==> src/rtl/dma_irq_pkg.sv <==
`timescale 1ns/1ps
package dma_irq_pkg;

  localparam int NCLS = 4;

  typedef enum logic [1:0] {
    CLS_END  = 2'd0,
    CLS_NODE = 2'd1,
    CLS_ERRA = 2'd2,
    CLS_ERRB = 2'd3
  } irq_cls_e;

  localparam logic [11:0] OFF_STATUS = 12'h000;
  localparam logic [11:0] OFF_MSKD   = 12'h004;
  localparam logic [11:0] OFF_EN     = 12'h018;
  localparam logic [11:0] OFF_RAW    = 12'h600;

  localparam int STRIDE_MSKD = 4;
  localparam int STRIDE_EN   = 4;
  localparam int STRIDE_RAW  = 8;

  function automatic logic [11:0] mskd_off(input int k);
    return OFF_MSKD + 12'(STRIDE_MSKD * k);
  endfunction

  function automatic logic [11:0] en_off(input int k);
    return OFF_EN + 12'(STRIDE_EN * k);
  endfunction

  function automatic logic [11:0] raw_off(input int k);
    return OFF_RAW + 12'(STRIDE_RAW * k);
  endfunction

endpackage

==> src/rtl/dma_irq_evt_map.sv <==
`timescale 1ns/1ps
module dma_irq_evt_map
  import dma_irq_pkg::*;
#(
  parameter int NUM_CH = 16
) (
  input  logic [NUM_CH-1:0]           node_done,
  input  logic [NUM_CH-1:0]           node_last,
  input  logic [NUM_CH-1:0]           node_irq,
  input  logic [NUM_CH-1:0]           err_a,
  input  logic [NUM_CH-1:0]           err_b,
  output logic [NCLS-1:0][NUM_CH-1:0] set_vec
);

  always_comb begin
    set_vec           = '0;
    set_vec[CLS_END]  = node_done & node_last;
    set_vec[CLS_NODE] = node_done & node_irq;
    set_vec[CLS_ERRA] = err_a;
    set_vec[CLS_ERRB] = err_b;
  end

endmodule

==> src/rtl/dma_irq_pend_bank.sv <==
`timescale 1ns/1ps
module dma_irq_pend_bank #(
  parameter int NUM_CH = 16
) (
  input  logic              clk,
  input  logic              rst_n,
  input  logic [NUM_CH-1:0] set_i,
  input  logic              clr_we,
  input  logic              en_we,
  input  logic [NUM_CH-1:0] wbits,
  output logic [NUM_CH-1:0] raw_o,
  output logic [NUM_CH-1:0] en_o,
  output logic [NUM_CH-1:0] masked_o
);

  logic [NUM_CH-1:0] raw_q, raw_d;
  logic [NUM_CH-1:0] en_q, en_d;
  logic              raw_ce, en_ce;

  // Next state: clear first, then new events override the clear.
  always_comb begin
    raw_d = raw_q;
    if (clr_we) raw_d = raw_q & ~wbits;
    raw_d  = raw_d | set_i;
    raw_ce = clr_we | (|set_i);
    en_d   = wbits;
    en_ce  = en_we;
  end

  always_ff @(posedge clk or negedge rst_n) begin
    if (!rst_n) begin
      raw_q <= '0;
      en_q  <= '0;
    end else begin
      if (raw_ce) raw_q <= raw_d;
      if (en_ce)  en_q  <= en_d;
    end
  end

  assign raw_o    = raw_q;
  assign en_o     = en_q;
  assign masked_o = raw_q & en_q;

endmodule

==> src/rtl/dma_irq_regmap.sv <==
`timescale 1ns/1ps
module dma_irq_regmap
  import dma_irq_pkg::*;
#(
  parameter int NUM_CH = 16,
  parameter int ADDR_W = 12,
  parameter int DATA_W = 32
) (
  input  logic                       wr_en,
  input  logic [ADDR_W-1:0]          addr,
  input  logic [NUM_CH-1:0]          status,
  input  logic [NCLS-1:0][NUM_CH-1:0] masked_vec,
  input  logic [NCLS-1:0][NUM_CH-1:0] en_vec,
  input  logic [NCLS-1:0][NUM_CH-1:0] raw_vec,
  output logic [NCLS-1:0]            clr_we,
  output logic [NCLS-1:0]            en_we,
  output logic [DATA_W-1:0]          rdata
);

  logic [NUM_CH-1:0] sel;

  always_comb begin
    clr_we = '0;
    en_we  = '0;
    for (int k = 0; k < NCLS; k++) begin
      clr_we[k] = wr_en && (addr == ADDR_W'(raw_off(k)));
      en_we[k]  = wr_en && (addr == ADDR_W'(en_off(k)));
    end
  end

  always_comb begin
    sel = '0;
    if (addr == ADDR_W'(OFF_STATUS)) sel = status;
    for (int k = 0; k < NCLS; k++) begin
      if (addr == ADDR_W'(mskd_off(k))) sel = masked_vec[k];
      if (addr == ADDR_W'(en_off(k)))   sel = en_vec[k];
      if (addr == ADDR_W'(raw_off(k)))  sel = raw_vec[k];
    end
    rdata = DATA_W'(sel);
  end

endmodule

==> src/rtl/dma_irq_collect.sv <==
`timescale 1ns/1ps
module dma_irq_collect
  import dma_irq_pkg::*;
#(
  parameter int NUM_CH = 16,
  parameter int ADDR_W = 12,
  parameter int DATA_W = 32
) (
  input  logic              clk,
  input  logic              rst_n,
  input  logic [NUM_CH-1:0] node_done,
  input  logic [NUM_CH-1:0] node_last,
  input  logic [NUM_CH-1:0] node_irq,
  input  logic [NUM_CH-1:0] err_a,
  input  logic [NUM_CH-1:0] err_b,
  input  logic              wr_en,
  input  logic [ADDR_W-1:0] addr,
  input  logic [DATA_W-1:0] wdata,
  output logic [DATA_W-1:0] rdata,
  output logic              irq_o
);

  localparam int HI_W = DATA_W - NUM_CH;

  logic [1:0]                  rst_sync;
  logic                        rst_q_n;
  logic [NCLS-1:0][NUM_CH-1:0] set_vec;
  logic [NCLS-1:0][NUM_CH-1:0] raw_vec;
  logic [NCLS-1:0][NUM_CH-1:0] en_vec;
  logic [NCLS-1:0][NUM_CH-1:0] masked_vec;
  logic [NCLS-1:0]             clr_we;
  logic [NCLS-1:0]             en_we;
  logic [NUM_CH-1:0]           status;

  // Reset asserts at once and releases two edges later.
  always_ff @(posedge clk or negedge rst_n) begin
    if (!rst_n) rst_sync <= 2'b00;
    else        rst_sync <= {rst_sync[0], 1'b1};
  end
  assign rst_q_n = rst_sync[1];

  dma_irq_evt_map #(.NUM_CH(NUM_CH)) u_evt (
    .node_done (node_done),
    .node_last (node_last),
    .node_irq  (node_irq),
    .err_a     (err_a),
    .err_b     (err_b),
    .set_vec   (set_vec)
  );

  for (genvar k = 0; k < NCLS; k++) begin : g_bank
    dma_irq_pend_bank #(.NUM_CH(NUM_CH)) u_bank (
      .clk      (clk),
      .rst_n    (rst_q_n),
      .set_i    (set_vec[k]),
      .clr_we   (clr_we[k]),
      .en_we    (en_we[k]),
      .wbits    (wdata[NUM_CH-1:0]),
      .raw_o    (raw_vec[k]),
      .en_o     (en_vec[k]),
      .masked_o (masked_vec[k])
    );
  end

  if (HI_W > 0) begin : g_hi
    logic unused_wr_hi;
    assign unused_wr_hi = ^wdata[DATA_W-1:NUM_CH];
  end

  always_comb begin
    status = '0;
    for (int k = 0; k < NCLS; k++) status = status | masked_vec[k];
  end

  assign irq_o = |status;

  dma_irq_regmap #(.NUM_CH(NUM_CH), .ADDR_W(ADDR_W), .DATA_W(DATA_W)) u_map (
    .wr_en      (wr_en),
    .addr       (addr),
    .status     (status),
    .masked_vec (masked_vec),
    .en_vec     (en_vec),
    .raw_vec    (raw_vec),
    .clr_we     (clr_we),
    .en_we      (en_we),
    .rdata      (rdata)
  );

endmodule

==> config.mk <==
export PLATFORM = sky130hd
export DESIGN_NAME = dma_irq_collect
export DESIGN_NICKNAME = d
export VERILOG_FILES = /design/src/rtl/dma_irq_pkg.sv /design/src/rtl/dma_irq_evt_map.sv /design/src/rtl/dma_irq_pend_bank.sv /design/src/rtl/dma_irq_regmap.sv /design/src/rtl/dma_irq_collect.sv
export SDC_FILE = /design/constraint.sdc
export NUM_CORES = 1
export LEC_CHECK = 0
export BUFFER_PORTS_ARGS = -buffer_cell sky130_fd_sc_hd__buf_2
export CORE_MARGIN = 10
export CORE_UTILIZATION = 30
export DETAILED_ROUTE_END_ITERATION = 7
export PLACE_DENSITY_LB_ADDON = 0.12
export SETUP_SLACK_MARGIN = 0.02
export SLEW_MARGIN = 10
export SYNTH_ARGS = -nofsm -noshare
export SYNTH_HDL_FRONTEND = slang
export SYNTH_SLANG_ARGS = --single-unit
==> constraint.sdc <==
create_clock -name clk -period 4.8 [get_ports clk]
set_input_delay 0.96 -clock clk [delete_from_list [all_inputs] [get_ports clk]]
set_output_delay 0.96 -clock clk [all_outputs]
set_load 0.005 [all_outputs]
* Word-level counts from Yosys, hierarchy flattened
Index checks and enable logic that the tools add are counted.
** Word-level totals
- Bits in registers :: 130
- Input bits :: 127
- Word-level logic and storage cells :: 74
** Operators by class
- Equal/unequal tests :: 12
- Muxes and demuxes :: 17
- Reduce and logical (&&, ||, !) cells :: 14
- Bitwise operators :: 22
** Operators with widths (count)
- $mux W16 :: 17
- $and A16 B16 Y16 :: 10
- $or A16 B16 Y16 :: 7
- $reduce_or A16 Y1 :: 5
- $eq A12 B11 Y1 const B :: 4
- $eq A12 B5 Y1 const B :: 3
- $eq A12 B4 Y1 const B :: 2
- $eq A12 B6 Y1 const B :: 2
- $not A16 Y16 :: 1
- $eq A12 B3 Y1 const B :: 1
- $logic_not A12 Y1 :: 1
- $logic_and A1 B1 Y1 :: 8
- $or A1 B1 Y1 :: 4

* Longest topological paths before layout
- Depth after elaboration :: 17
- Gate-level depth with buffers :: 9
- Gate-level depth less buffers :: 6

* Cells and area by module
Synthesis repeated with hierarchy kept, for this count alone.
** Second synthesis, totals
- Cell total of the unflattened synthesis :: 928
- Area, all modules :: 8811.0 um2
** Modules (own cells, without submodules)
- dma_irq_pend_bank :: instances 4, cells an instance 100, area each 1342.5 um2, seq. area each 800.8 um2
- dma_irq_regmap :: instances 1, cells an instance 440, area each 2742.6 um2, seq. area each 0.0 um2
- dma_irq_evt_map :: instances 1, cells an instance 64, area each 440.4 um2, seq. area each 0.0 um2
- dma_irq_collect :: instances 1, cells an instance 24, area each 257.7 um2, seq. area each 50.0 um2

* Least setup slack after synthesis
No wires, ideal clock.
- Path type :: in2out
- Start point :: input addr[7]
- End point :: output rdata[1]
- Setup slack :: 1.176 ns
- Data required time :: 3.840 ns
- Arrival time :: 2.664 ns
- Stages :: 8
- Cells stage by stage :: buf_2 -> or4b_1 -> nor3_4 -> buf_6 -> nor2_1 -> nor2_1 -> nor4_1 -> o31ai_1
** Between the ends
- Word-level cells in the longest chain between the ends :: 14
** RTL lines
- start, declared :: line dma_irq_collect.sv:17 : input logic [ADDR_W-1:0] addr,
- $logic_not A12 Y1 :: line dma_irq_regmap.sv:33 : if (addr == ADDR_W'(OFF_STATUS)) sel = status;
- $mux W16 :: line dma_irq_regmap.sv:33
- $mux W16 :: line dma_irq_regmap.sv:35 : if (addr == ADDR_W'(mskd_off(k))) sel = masked_vec[k];
- $mux W16 :: line dma_irq_regmap.sv:36 : if (addr == ADDR_W'(en_off(k))) sel = en_vec[k];
- $mux W16 :: line dma_irq_regmap.sv:37 : if (addr == ADDR_W'(raw_off(k))) sel = raw_vec[k];
- $mux W16 :: line dma_irq_regmap.sv:35
- $mux W16 :: line dma_irq_regmap.sv:36
- $mux W16 :: line dma_irq_regmap.sv:37
- $mux W16 :: line dma_irq_regmap.sv:35
- $mux W16 :: line dma_irq_regmap.sv:36
- $mux W16 :: line dma_irq_regmap.sv:37
- $mux W16 :: line dma_irq_regmap.sv:35
- $mux W16 :: line dma_irq_regmap.sv:36
- $mux W16 (*) :: line dma_irq_regmap.sv:37
- end, declared :: line dma_irq_collect.sv:19 : output logic [DATA_W-1:0] rdata,
Every way passes the cells marked *; elsewhere a longest branch is shown, timed or not.

* Worst setup path after layout
- Start point :: input addr[5]
- End point :: output rdata[9]
Same word-level chain as after synthesis.

==> flow_summary_export.csv <==
group,metric,value,unit
status,status,"complete, no violations",
setup_path,crit_required,3.84,ns
floorplanning,die-area,31100,µm²
logic_synthesis,synth_common_cells,"nand2_1 (138), dfrtp_1 (130), a21o_1 (44)",
power,vdd_ir_drop_max,0.169,mV
floorplanning,io_pins,160,
logic_synthesis,synth_cell_types,63,
layout,layout-drive-gt1-share,29.2,%
cts,cts_tree,"built",
min_path,hold_path_class,"input pin to async pin",
timing,finalSetupTns,0,ns
cts,h-tree-depth,4,
logic_synthesis,synth-edff-count,0,
timing,slew_headroom,46.0,%
logic_synthesis,synth-async-reset-ratio,100,%
logic_synthesis,ys_top_cells_by_area,"dfrtp_1 (44%), nand2_1 (7.1%), a21o_1 (4.5%)",
route,routedWlPerCell,22.3,µm
setup_path,arrival,3.57,ns
floorplanning,start_util,30.3,%
layout,syn2layout_area_growth,24.0,%
cts,cts_sinks,130,
setup_path,worstSetupPathType,"input pin to primary output",
cts,cts_inserted_buffers,17,
cts,cts_setup_buffers,0,
layout,diodes,0,
placed_design,placed_area,8500,µm²
timing,setup_ws,0.267,ns
cts,clkTransAtPathRegs,0.06,ns
route,dr.pass1.iters,5,
layout,n_fill_cell,2459,
global_routing,grt_util_all_layers,17.7,%
timing,worst_pin_slew,0.805,ns
timing,setup_viol,0,
route,final_antenna_net_count,0,
timing,fmax,0.221,GHz
layout,final_area,9090,µm²
route,via_per_inst,5.36,
global_routing,first_global_vias,6700,
route,drt_iter0_markers,433,
route,wl,27600,µm
logic_synthesis,ys_ff_latch,130,
route,num_vias,6634,
floorplanning,core,24200,µm²
layout,nNetsFinal,1029,
cts,clockBufferDepth,2,
logic_synthesis,yosysTopAreaCellShare,44.4,%
global_routing,grt_first_pass_wirelength,41800,µm
logic_synthesis,ys_seq_area_share,44.4,%
route,drc,0,
timing,whs,0.302,ns
logic_synthesis,synth_ff_type,"dfrtp_1",
cts,cts_root_buf,"clkbuf_16",
placed_design,preCtsSetupSlack,0.352,ns
timing,maxSlewViolCount,0,
setup_path,critPathMaxFanout,13,
power,powerDensity,281,nW/µm²
setup_path,endpoint_kind,"primary output",
timing,fin_crit_sh,94.4,%
floorplanning,die_w,176,µm
cts,ctsResizeCount,0,
floorplanning,die_y,176,µm
cts,clk_latency,0.43,ns
timing,rsz0062_at_grt,"false",
placed_design,gp_congestion,0.844,
logic_synthesis,yosysTopAreaCell,"dfrtp_1",
power,finalPower,2.56,mW
global_routing,grt_antenna_before_repair,0,
placed_design,port_buffers,127,
global_routing,grt_remaining_overflow,0,
logic_synthesis,syn-instance-count,745,
timing,clock_skew,0.00570,ns
global_routing,grt_start_max_net_pins,129,
logic_synthesis,syn_area_per_cell,9.83,µm²
cts,cts-hold-fix-buffers,0,
floorplanning,num_rows,57,
logic_synthesis,synth.cell_area,7330,µm²
setup_path,start_kind,"input pin",
timing,hold_viol_final,0,
timing,fin_crit,4.53,ns
placed_design,dp_hpwl,20000,µm
logic_synthesis,yosys_warnings,0,
logic_synthesis,synth_most_common_cell,"nand2_1",
power,p_leak,4.00,nW
flow_run,maxCapViolations,0,
-- worst max-delay path, stage by stage --
cell and delay [ns]:
buf_2 0.19, or4_1 0.68, buf_4 0.26, nor3_2 0.39
buf_4 0.25, a31oi_1 0.05, nor2_1 0.17, nor4_1 0.07
o31ai_1 0.35, buf_2 0.19
-- cell type report --
type | count | area (µm²) | share of cell area [%]
sequential | 130 | 3260 | 35.8
tap | 324 | 405 | 4.46
timing repair buffer | 175 | 1010 | 11.1
inverter | 3 | 11.3 | 0.124
multi-input combinational | 575 | 3820 | 42.0
clock inverter | 11 | 129 | 1.42
clock buffer | 20 | 457 | 5.03
-- placed cells by master, fill, tap and decap left out, types with 4 or more instances in the layout --
| cell | count |
|---|---|
| nand2_1 | 138 |
| dfrtp_1 | 129 |
| buf_2 | 127 |
| buf_4 | 47 |
| a21o_1 | 44 |
| a22o_1 | 36 |
| nor2_1 | 35 |
| a22oi_1 | 30 |
| nand3_1 | 27 |
| mux2_2 | 27 |
| mux2_1 | 25 |
| o21ai_0 | 19 |
| o22ai_1 | 19 |
| a21oi_1 | 18 |
| conb_1 | 17 |
| clkbuf_16 | 17 |
| nor4_1 | 16 |
| o21ai_1 | 10 |
| a31oi_1 | 10 |
| and3_1 | 10 |
| mux2_4 | 10 |
| o31ai_1 | 8 |
| nor3_2 | 7 |
| nor3_1 | 6 |
| clkinvlp_4 | 5 |
| a221oi_1 | 4 |
| or4_1 | 4 |
| nand4_1 | 4 |
-- report_power, final --
part / total, mW / switching, mW / internal [mW]
sequential: 1.10 / 0.00255 / 1.10
clock: 1.31 / 0.518 / 0.791
combinational: 0.145 / 0.0943 / 0.0508
total: 2.56 / 0.615 / 1.94
-- sequential cells by signal (all words and copies together), names as in the netlist --
register and count:
g_bank.u_bank.en_o 64, rst_sync 2, g_bank.u_bank.raw_o 64
-- per-stage QoR --
step,cells,util (%)
floorplan,760,-
detailed placement,1207,35.2
finish,1238,37.6
global route,1238,37.6
CTS,1238,37.6
global placement,1207,35.2
-- per-layer routing --
metal	GRT usage (%)	up-vias	routed length, µm
met5	0	-	0
met4	4.59	0	385
met3	4.38	20	1810
met2	27.8	232	12700
met1	23.7	3290	12700
li1	-	3092	-
-- final timing paths --
path	startpoint	to	slack, ns	cells after the start
setup / recovery	addr[5]	rdata[9]	0.27	10
hold / removal	rst_n	rst_sync[1]	0.30	1
setup reg to reg	rst_sync[1]	g_bank[2].u_bank.en_o[8]	3.83	1
hold reg to reg	rst_sync[0]	rst_sync[1]	0.35	0
max in group asynchronous	rst_sync[1]	g_bank[2].u_bank.en_o[8]	3.83	1
min in group clk	rst_sync[0]	rst_sync[1]	0.35	0
-- logic make-up after synthesis --
kind of cell	Yosys count	synth area share, %
AOI/OAI and AO/OA	221	21.8
buffers and inverters	55	4.32
DFF	130	44.4
muxes	62	10.0
other	2	0.103
and+or+nand+nor	275	19.3
Power figures use the tool's default switching activity.
